--- src/rtl/isa_seq_pkg.sv ---
package isa_seq_pkg;

    localparam int BUS_AW = 24;
    localparam int IO_AW  = 16;

    typedef enum logic {
        SQ_IDLE = 1'b0,
        SQ_RUN  = 1'b1
    } seq_state_e;

    typedef struct packed {
        logic              is_mem;
        logic              is_wr;
        logic              wide;
        logic              refresh;
        logic [BUS_AW-1:0] addr;
    } isa_req_t;

    // A refresh is carried out as a memory read.
    function automatic isa_req_t req_normalize(input isa_req_t r);
        isa_req_t o;
        o = r;
        if (r.refresh) begin
            o.is_mem = 1'b1;
            o.is_wr  = 1'b0;
        end
        return o;
    endfunction

    function automatic logic [BUS_AW-1:0] io_mask(input logic [BUS_AW-1:0] a);
        logic [BUS_AW-1:0] o;
        o = '0;
        o[IO_AW-1:0] = a[IO_AW-1:0];
        return o;
    endfunction

endpackage

--- src/rtl/isa_wait_timer.sv ---
module isa_wait_timer
    import isa_seq_pkg::*;
#(
    parameter int DEF16    = 3,
    parameter int DEF8     = 6,
    parameter int ZWS16    = 2,
    parameter int ZWS8     = 3,
    parameter int WDOG_CYC = 21,
    parameter int CNT_W    = $clog2(WDOG_CYC + 1)
) (
    input  logic             clk,
    input  logic             rst,
    input  logic             start,
    input  logic             active,
    input  logic             wide,
    input  logic             is_io,
    input  logic             zerows_n,
    input  logic             iochrdy,
    output logic [CNT_W-1:0] cnt,
    output logic             fin,
    output logic             tmo
);
    localparam logic [CNT_W-1:0] C_DEF16 = CNT_W'(DEF16);
    localparam logic [CNT_W-1:0] C_DEF8  = CNT_W'(DEF8);
    localparam logic [CNT_W-1:0] C_ZWS16 = CNT_W'(ZWS16);
    localparam logic [CNT_W-1:0] C_ZWS8  = CNT_W'(ZWS8);
    localparam logic [CNT_W-1:0] C_WDOG  = CNT_W'(WDOG_CYC);
    localparam logic [CNT_W-1:0] C_ONE   = CNT_W'(1);

    logic [CNT_W-1:0] def_len;
    logic [CNT_W-1:0] zws_len;
    logic             zws_allowed;
    logic             early_end;
    logic             normal_end;
    logic             wdog_hit;

    // cnt holds the number of the command clock now in progress.
    always_ff @(posedge clk) begin
        if (rst) begin
            cnt <= '0;
        end else if (start) begin
            cnt <= C_ONE;
        end else if (active && !fin) begin
            cnt <= cnt + C_ONE;
        end
    end

    always_comb begin
        def_len     = wide ? C_DEF16 : C_DEF8;
        zws_len     = wide ? C_ZWS16 : C_ZWS8;
        zws_allowed = !(is_io && wide);
        // The ready input has priority: zero-wait counts only with ready high.
        early_end   = zws_allowed && !zerows_n && iochrdy
                      && (cnt >= zws_len) && (cnt < def_len);
        normal_end  = (cnt >= def_len) && iochrdy;
        wdog_hit    = (cnt >= C_WDOG);
        fin         = active && (early_end || normal_end || wdog_hit);
        tmo         = active && wdog_hit && !early_end && !normal_end;
    end

endmodule

--- src/rtl/isa_strobe_gen.sv ---
module isa_strobe_gen
    import isa_seq_pkg::*;
#(
    parameter logic [BUS_AW-1:0] LOW_MEM_TOP = 24'h0F_FFFF,
    parameter int                CNT_W       = 5
) (
    input  logic              active,
    input  isa_req_t          req,
    input  logic [CNT_W-1:0]  cnt,
    output logic              memr_n,
    output logic              memw_n,
    output logic              iord_n,
    output logic              iowr_n,
    output logic              smemr_n,
    output logic              smemw_n,
    output logic              sbhe_n,
    output logic [BUS_AW-1:0] bus_addr
);
    localparam logic [CNT_W-1:0] C_TWO = CNT_W'(2);

    logic low_meg;
    logic late;
    logic mem_rd;
    logic mem_wr;

    always_comb begin
        low_meg  = (req.addr <= LOW_MEM_TOP);
        late     = (cnt >= C_TWO);
        mem_rd   = active && req.is_mem && !req.is_wr;
        mem_wr   = active && req.is_mem && req.is_wr;
        memr_n   = !mem_rd;
        memw_n   = !mem_wr;
        iord_n   = !(active && !req.is_mem && !req.is_wr);
        iowr_n   = !(active && !req.is_mem && req.is_wr);
        smemr_n  = !(mem_rd && low_meg && late);
        smemw_n  = !(mem_wr && low_meg && late);
        sbhe_n   = !(active && !req.refresh && (req.wide || req.addr[0]));
        bus_addr = req.is_mem ? req.addr : io_mask(req.addr);
    end

endmodule

--- src/rtl/isa_cycle_seq.sv ---
module isa_cycle_seq
    import isa_seq_pkg::*;
#(
    parameter int                DEF16       = 3,
    parameter int                DEF8        = 6,
    parameter int                ZWS16       = 2,
    parameter int                ZWS8        = 3,
    parameter int                WDOG_CYC    = 21,
    parameter logic [BUS_AW-1:0] LOW_MEM_TOP = 24'h0F_FFFF
) (
    input  logic              clk,
    input  logic              rst,
    input  logic              req_valid,
    input  logic              req_mem,
    input  logic              req_write,
    input  logic              req_wide,
    input  logic              req_refresh,
    input  logic [BUS_AW-1:0] req_addr,
    input  logic              zerows_n,
    input  logic              iochrdy,
    output logic              busy,
    output logic              done,
    output logic              timeout_err,
    output logic              memr_n,
    output logic              memw_n,
    output logic              iord_n,
    output logic              iowr_n,
    output logic              smemr_n,
    output logic              smemw_n,
    output logic              sbhe_n,
    output logic [BUS_AW-1:0] bus_addr
);
    localparam int CNT_W = $clog2(WDOG_CYC + 1);

    seq_state_e       state;
    isa_req_t         req_in;
    isa_req_t         req_q;
    logic             start;
    logic             active;
    logic             fin;
    logic             tmo;
    logic             done_q;
    logic             err_q;
    logic [CNT_W-1:0] cnt;

    always_comb begin
        req_in.is_mem  = req_mem;
        req_in.is_wr   = req_write;
        req_in.wide    = req_wide;
        req_in.refresh = req_refresh;
        req_in.addr    = req_addr;
        active         = (state == SQ_RUN);
        start          = (state == SQ_IDLE) && req_valid;
    end

    always_ff @(posedge clk) begin
        if (rst) begin
            state  <= SQ_IDLE;
            req_q  <= '0;
            done_q <= 1'b0;
            err_q  <= 1'b0;
        end else begin
            done_q <= 1'b0;
            err_q  <= 1'b0;
            case (state)
                SQ_IDLE: begin
                    if (req_valid) begin
                        req_q <= req_normalize(req_in);
                        state <= SQ_RUN;
                    end
                end
                SQ_RUN: begin
                    if (fin) begin
                        state  <= SQ_IDLE;
                        done_q <= 1'b1;
                        err_q  <= tmo;
                    end
                end
                default: state <= SQ_IDLE;
            endcase
        end
    end

    isa_wait_timer #(
        .DEF16   (DEF16),
        .DEF8    (DEF8),
        .ZWS16   (ZWS16),
        .ZWS8    (ZWS8),
        .WDOG_CYC(WDOG_CYC),
        .CNT_W   (CNT_W)
    ) u_timer (
        .clk     (clk),
        .rst     (rst),
        .start   (start),
        .active  (active),
        .wide    (req_q.wide),
        .is_io   (!req_q.is_mem),
        .zerows_n(zerows_n),
        .iochrdy (iochrdy),
        .cnt     (cnt),
        .fin     (fin),
        .tmo     (tmo)
    );

    isa_strobe_gen #(
        .LOW_MEM_TOP(LOW_MEM_TOP),
        .CNT_W      (CNT_W)
    ) u_strobe (
        .active  (active),
        .req     (req_q),
        .cnt     (cnt),
        .memr_n  (memr_n),
        .memw_n  (memw_n),
        .iord_n  (iord_n),
        .iowr_n  (iowr_n),
        .smemr_n (smemr_n),
        .smemw_n (smemw_n),
        .sbhe_n  (sbhe_n),
        .bus_addr(bus_addr)
    );

    assign busy        = active;
    assign done        = done_q;
    assign timeout_err = err_q;

endmodule

--- config.mk ---
export PLATFORM = sky130hd
export DESIGN_NAME = isa_cycle_seq
export DESIGN_NICKNAME = d
export VERILOG_FILES = /design/src/rtl/isa_seq_pkg.sv /design/src/rtl/isa_wait_timer.sv /design/src/rtl/isa_strobe_gen.sv /design/src/rtl/isa_cycle_seq.sv
export SDC_FILE = /design/constraint.sdc
export NUM_CORES = 1
export LEC_CHECK = 0
export BUFFER_PORTS_ARGS = -buffer_cell sky130_fd_sc_hd__clkbuf_2
export CAP_MARGIN = 40
export CORE_MARGIN = 1
export CORE_UTILIZATION = 45
export CTS_CLUSTER_SIZE = 28
export DETAILED_ROUTE_END_ITERATION = 12
export GPL_TIMING_DRIVEN = 0
export PLACE_DENSITY_LB_ADDON = 0.15
export REMOVE_ABC_BUFFERS = 1
export SYNTH_ARGS = -nofsm -noshare
export SYNTH_HDL_FRONTEND = slang
export SYNTH_SLANG_ARGS = --single-unit
export TNS_END_PERCENT = 10
--- constraint.sdc ---
create_clock -name clk -period 5.47 [get_ports clk]
set_input_delay 0.8205 -clock clk [delete_from_list [all_inputs] [get_ports clk]]
set_output_delay 0.8205 -clock clk [all_outputs]
set_load 0.005 [all_outputs]
==> results <==
- The count of max-cap constraint violations is 0.
- The initial detailed-routing violation count is 92.
- For this run, global-route usage on met1 was measured as about a fifth.
- In the layout the commonest cells are clkbuf_2 (66), dfxtp_1 (36), a22o_1 (24).
- The data required time of the worst path is roughly 4700 ps.
- During placement, the flow inserted port buffers numbering 66.
- The congestion estimate from routability-driven global placement came to around 0.83.
- The initial antenna violation count was 0.
- STA classifies the critical path endpoint as an output pin.
- The total overflow left after global routing is 0.
- The post-synthesis adder-cell area fraction is ~4.7%.
- Of the total synthesized cell area, the portion taken by AND, OR, NAND and NOR gates is approximately an eighth.
- Summing the areas of all xor and xnor instances in the mapped netlist gives 0% of the synthesized area.
- In the routed layout, each cell is associated on average with a via count of 5.047.
- By area, the combinational part of the netlist is dominated by compound AO/OA/AOI/OAI gates.
- The die is a little over 60 um tall.
- The launch point of the worst hold path is req_q[24]$_SDFFE_PP0P_.
- The smallest clock period supported by the final layout is computed as about 2500 ps.
- The share of cell area taken by muxes after synthesis is 0%.
- The hold-fix buffer count after cts is 0.
- Global routing used between 15 and 20% of the available tracks across all layers.
- The I/O pin count is between 60 and 70.
- The die footprint is ~3800 um2.
- Leaving out fill and tap cells, the most frequent cell in the layout is clkbuf_2.
- The clock slew at the register clock pins of the worst setup and hold paths is 100 ps.
- Setup violations remaining at the end of the flow were counted as 0.
- The length in cells of the worst reg-to-reg path is 7.
- Setup repair after global routing left no endpoint under its margin.
- The initial utilization of the core area, before any placement, comes to about 47%.
- The worst vdd rail ir drop is 0.2067 mV.
- The CTS tree is done.
- The worst-case register-to-register setup slack is roughly 3300 ps.
- The count of final hold-check violations is 0.
- The final critical-path share of the clock period is roughly 46%.
- Post-CTS repair changed the size of 0 cells.
- The max-slew violation count is 0.
- For met2 alone, demand over resource in global routing was 27.50%.
- For hold timing, the worst endpoint is req_q[24]$_SDFFE_PP0P_.
- The routed wire length is roughly 3100 um.
- The power per standard cell area is 290.4 nW/um2.
- The die is about 62 um wide.
- The total number of yosys warnings is 0.
- After floorplanning, the core was sized to cover 3363 um2.
- The total via count after detailed routing is 1292.
- The fraction of registers with async set or reset after synthesis is 0%.
- The arrival time at the worst endpoint is ~1700 ps.
- Summing every instance area after synthesis gives ~1600 um2.
- The terminus of the critical flop-to-flop path is u_timer.cnt[0]$_SDFFE_PP0P_.
- In the routed design, unresolved DRC markers number 0.
- The number of instances in the synthesized netlist is ~160.
- The HPWL after detailed placement is around 2300 um.
- The number of setup buffers added after CTS is 0.
- For this run, global-route usage on met3 was measured as 6.513%.
- Row generation in the floorplan step produced 21 rows.
- The clock tree skew after final layout is between 8 and 9 ps.
- The clock passes through at most 2 buffers.
- For this run, the post-layout net count is about 250.
- Summed over all cells, the static leakage comes to 0.9254 nW.
- The worst-skew pair later-pin latency is ~340 ps.
- The routed length per instance is approximately 12 um.
- The antenna diode count is 0.
- For the final routed database, the setup TNS stands at 0 ps.
- The first-pass GRT wire length is about 4500 um.
- The via count of the first global-routing pass is approximately 1000.
- The number of levels the H-tree was split into is 2.
- The most congested layer reported by global routing is met2.
- The run finished with clean final reports.
- CTS placed an instance of clkbuf_4 at the clock tree root.
- The class of the worst hold path is reg2reg.
- TritonCTS created 5 clock buffers.
- Sequential cells were found to cover 45.14% of the synthesized design area.
- The count of nets left with antenna violations once routing finished came out at 0.
- The origin of the critical flop-to-flop path is u_timer.cnt[0]$_SDFFE_PP0P_.
- The area fraction in compound gates after synthesis is a little under a quarter.
- The clock net sink count is 36.
- The average instance in the mapped netlist occupies 10.04 um2.
- The critical-path maximum fanout is 7.
- The pin slew with the least headroom to its limit is between 500 and 600 ps.
- STA classifies the critical path startpoint as a flop.
- The first-pass iteration count of the detailed router is 4.
- The cell depth of the worst hold path is 2.
- In the synthesized netlist the dominant register cell turns out to be dfxtp_1.
- In this run, distinct cell masters in the synthesized netlist total 39.
- The post-synthesis to final-layout area growth is 19.75%.
- The share of layout cells above drive strength 1 is between 30% and 40%.
- The synthesized design contains 0 enable-type register cells.
- In this run the tightest slew margin relative to its limit is 62.52%.
- Entering global routing, the biggest net connects 19 pins.
- The post-synthesis sequential element count is 36.
- Cells fill between 50% and 60% of the core in the end.
- For this run, the top clock speed supported by timing is between 300 and 400 MHz.
- The type of the worst setup path is reg2out.
## Yosys cell counts, types with 3 or more instances
library cell	n	share of area, %
dfxtp_1	36	45
a22o_1	24	13
buf_4	16	7.5
and2_1	9	3.5
inv_1	8	1.9
nand2_1	8	1.9
ha_1	6	4.7
clkbuf_1	5	1.2
nor2_1	5	1.2
a21oi_1	4	1.3
o21ai_1	3	0.94
## worst max-delay path by stage
| stage | startpoint | endpoint | slack, ps | cells after the start |
|---|---|---|---|---|
| 6_report | u_timer.cnt[0]$_SDFFE_PP0P_ | smemw_n | 2960 | 5 |
| 5_1_grt | u_timer.cnt[0]$_SDFFE_PP0P_ | smemw_n | 2830 | 5 |
| 4_1_cts | u_timer.cnt[0]$_SDFFE_PP0P_ | smemw_n | 2950 | 5 |
| 3_5_place_dp | req_valid | req_q[26]$_SDFFE_PP0P_ | 3330 | 5 |
| 3_3_place_gp | req_valid | u_timer.cnt[2]$_SDFFE_PP0P_ | 2650 | 6 |
| 2_1_floorplan | req_valid | u_timer.cnt[2]$_SDFFE_PP0P_ | 3170 | 5 |
## state kept, by name, indices dropped and copies added, names as in the netlist
signal	count
req_q	28
timeout_err	1
u_timer.cnt	5
done	1
busy	1
## per-layer routing
layer  up-vias  part of all wire (%)
met2        47                    46
met5         -                     0
met3         4                   6.7
met1       583                    46
met4         0                   1.3
li1        658                     -
## metrics by stage
step	setup WS [ps]	hold WS, ps	cells	power, mW	cell area (um2)
2_1_floorplan	3166	439.8	134	0.3400	1415
3_3_place_gp	2648	452.6	246	0.3738	1803
3_5_place_dp	3327	455.4	248	0.3811	1836
4_1_cts	2951	481.0	256	0.5613	1912
5_1_grt	2829	502.2	256	0.5892	1912
6_report	2960	473.9	256	0.5552	1912
## where the power goes
part | switching, mW | internal (mW) | total, mW
logic | 0.0356 | 0.0407 | 0.0762
registers | 0.0183 | 0.280 | 0.298
clock network | 0.0850 | 0.0958 | 0.181
## kinds of logic (layout without fill, tap and decap cells)
logic type / after synthesis / in the layout
compound gates: 47 / 47
simple gates: 37 / 37
flops: 36 / 36
buf+inv: 33 / 84
fa+ha+maj: 6 / 6
## worst max-delay path: stages, from the launching register on
cell      delay (ps)
dfxtp_1          480
inv_1            130
ha_1             210
o31a_1           300
nand4_1          100
clkbuf_2         120
## area by class of cell
class	instances	area, um2
Clock buffer	6	41.29
Multi-Input combinational cell	90	666.9
Timing Repair Buffer	68	360.3
Sequential cell	36	720.7
Tap cell	46	57.56
Clock inverter	2	35.03
Inverter	8	30.03
Fill cell	323	1451
(Power assumes the default switching activity.)
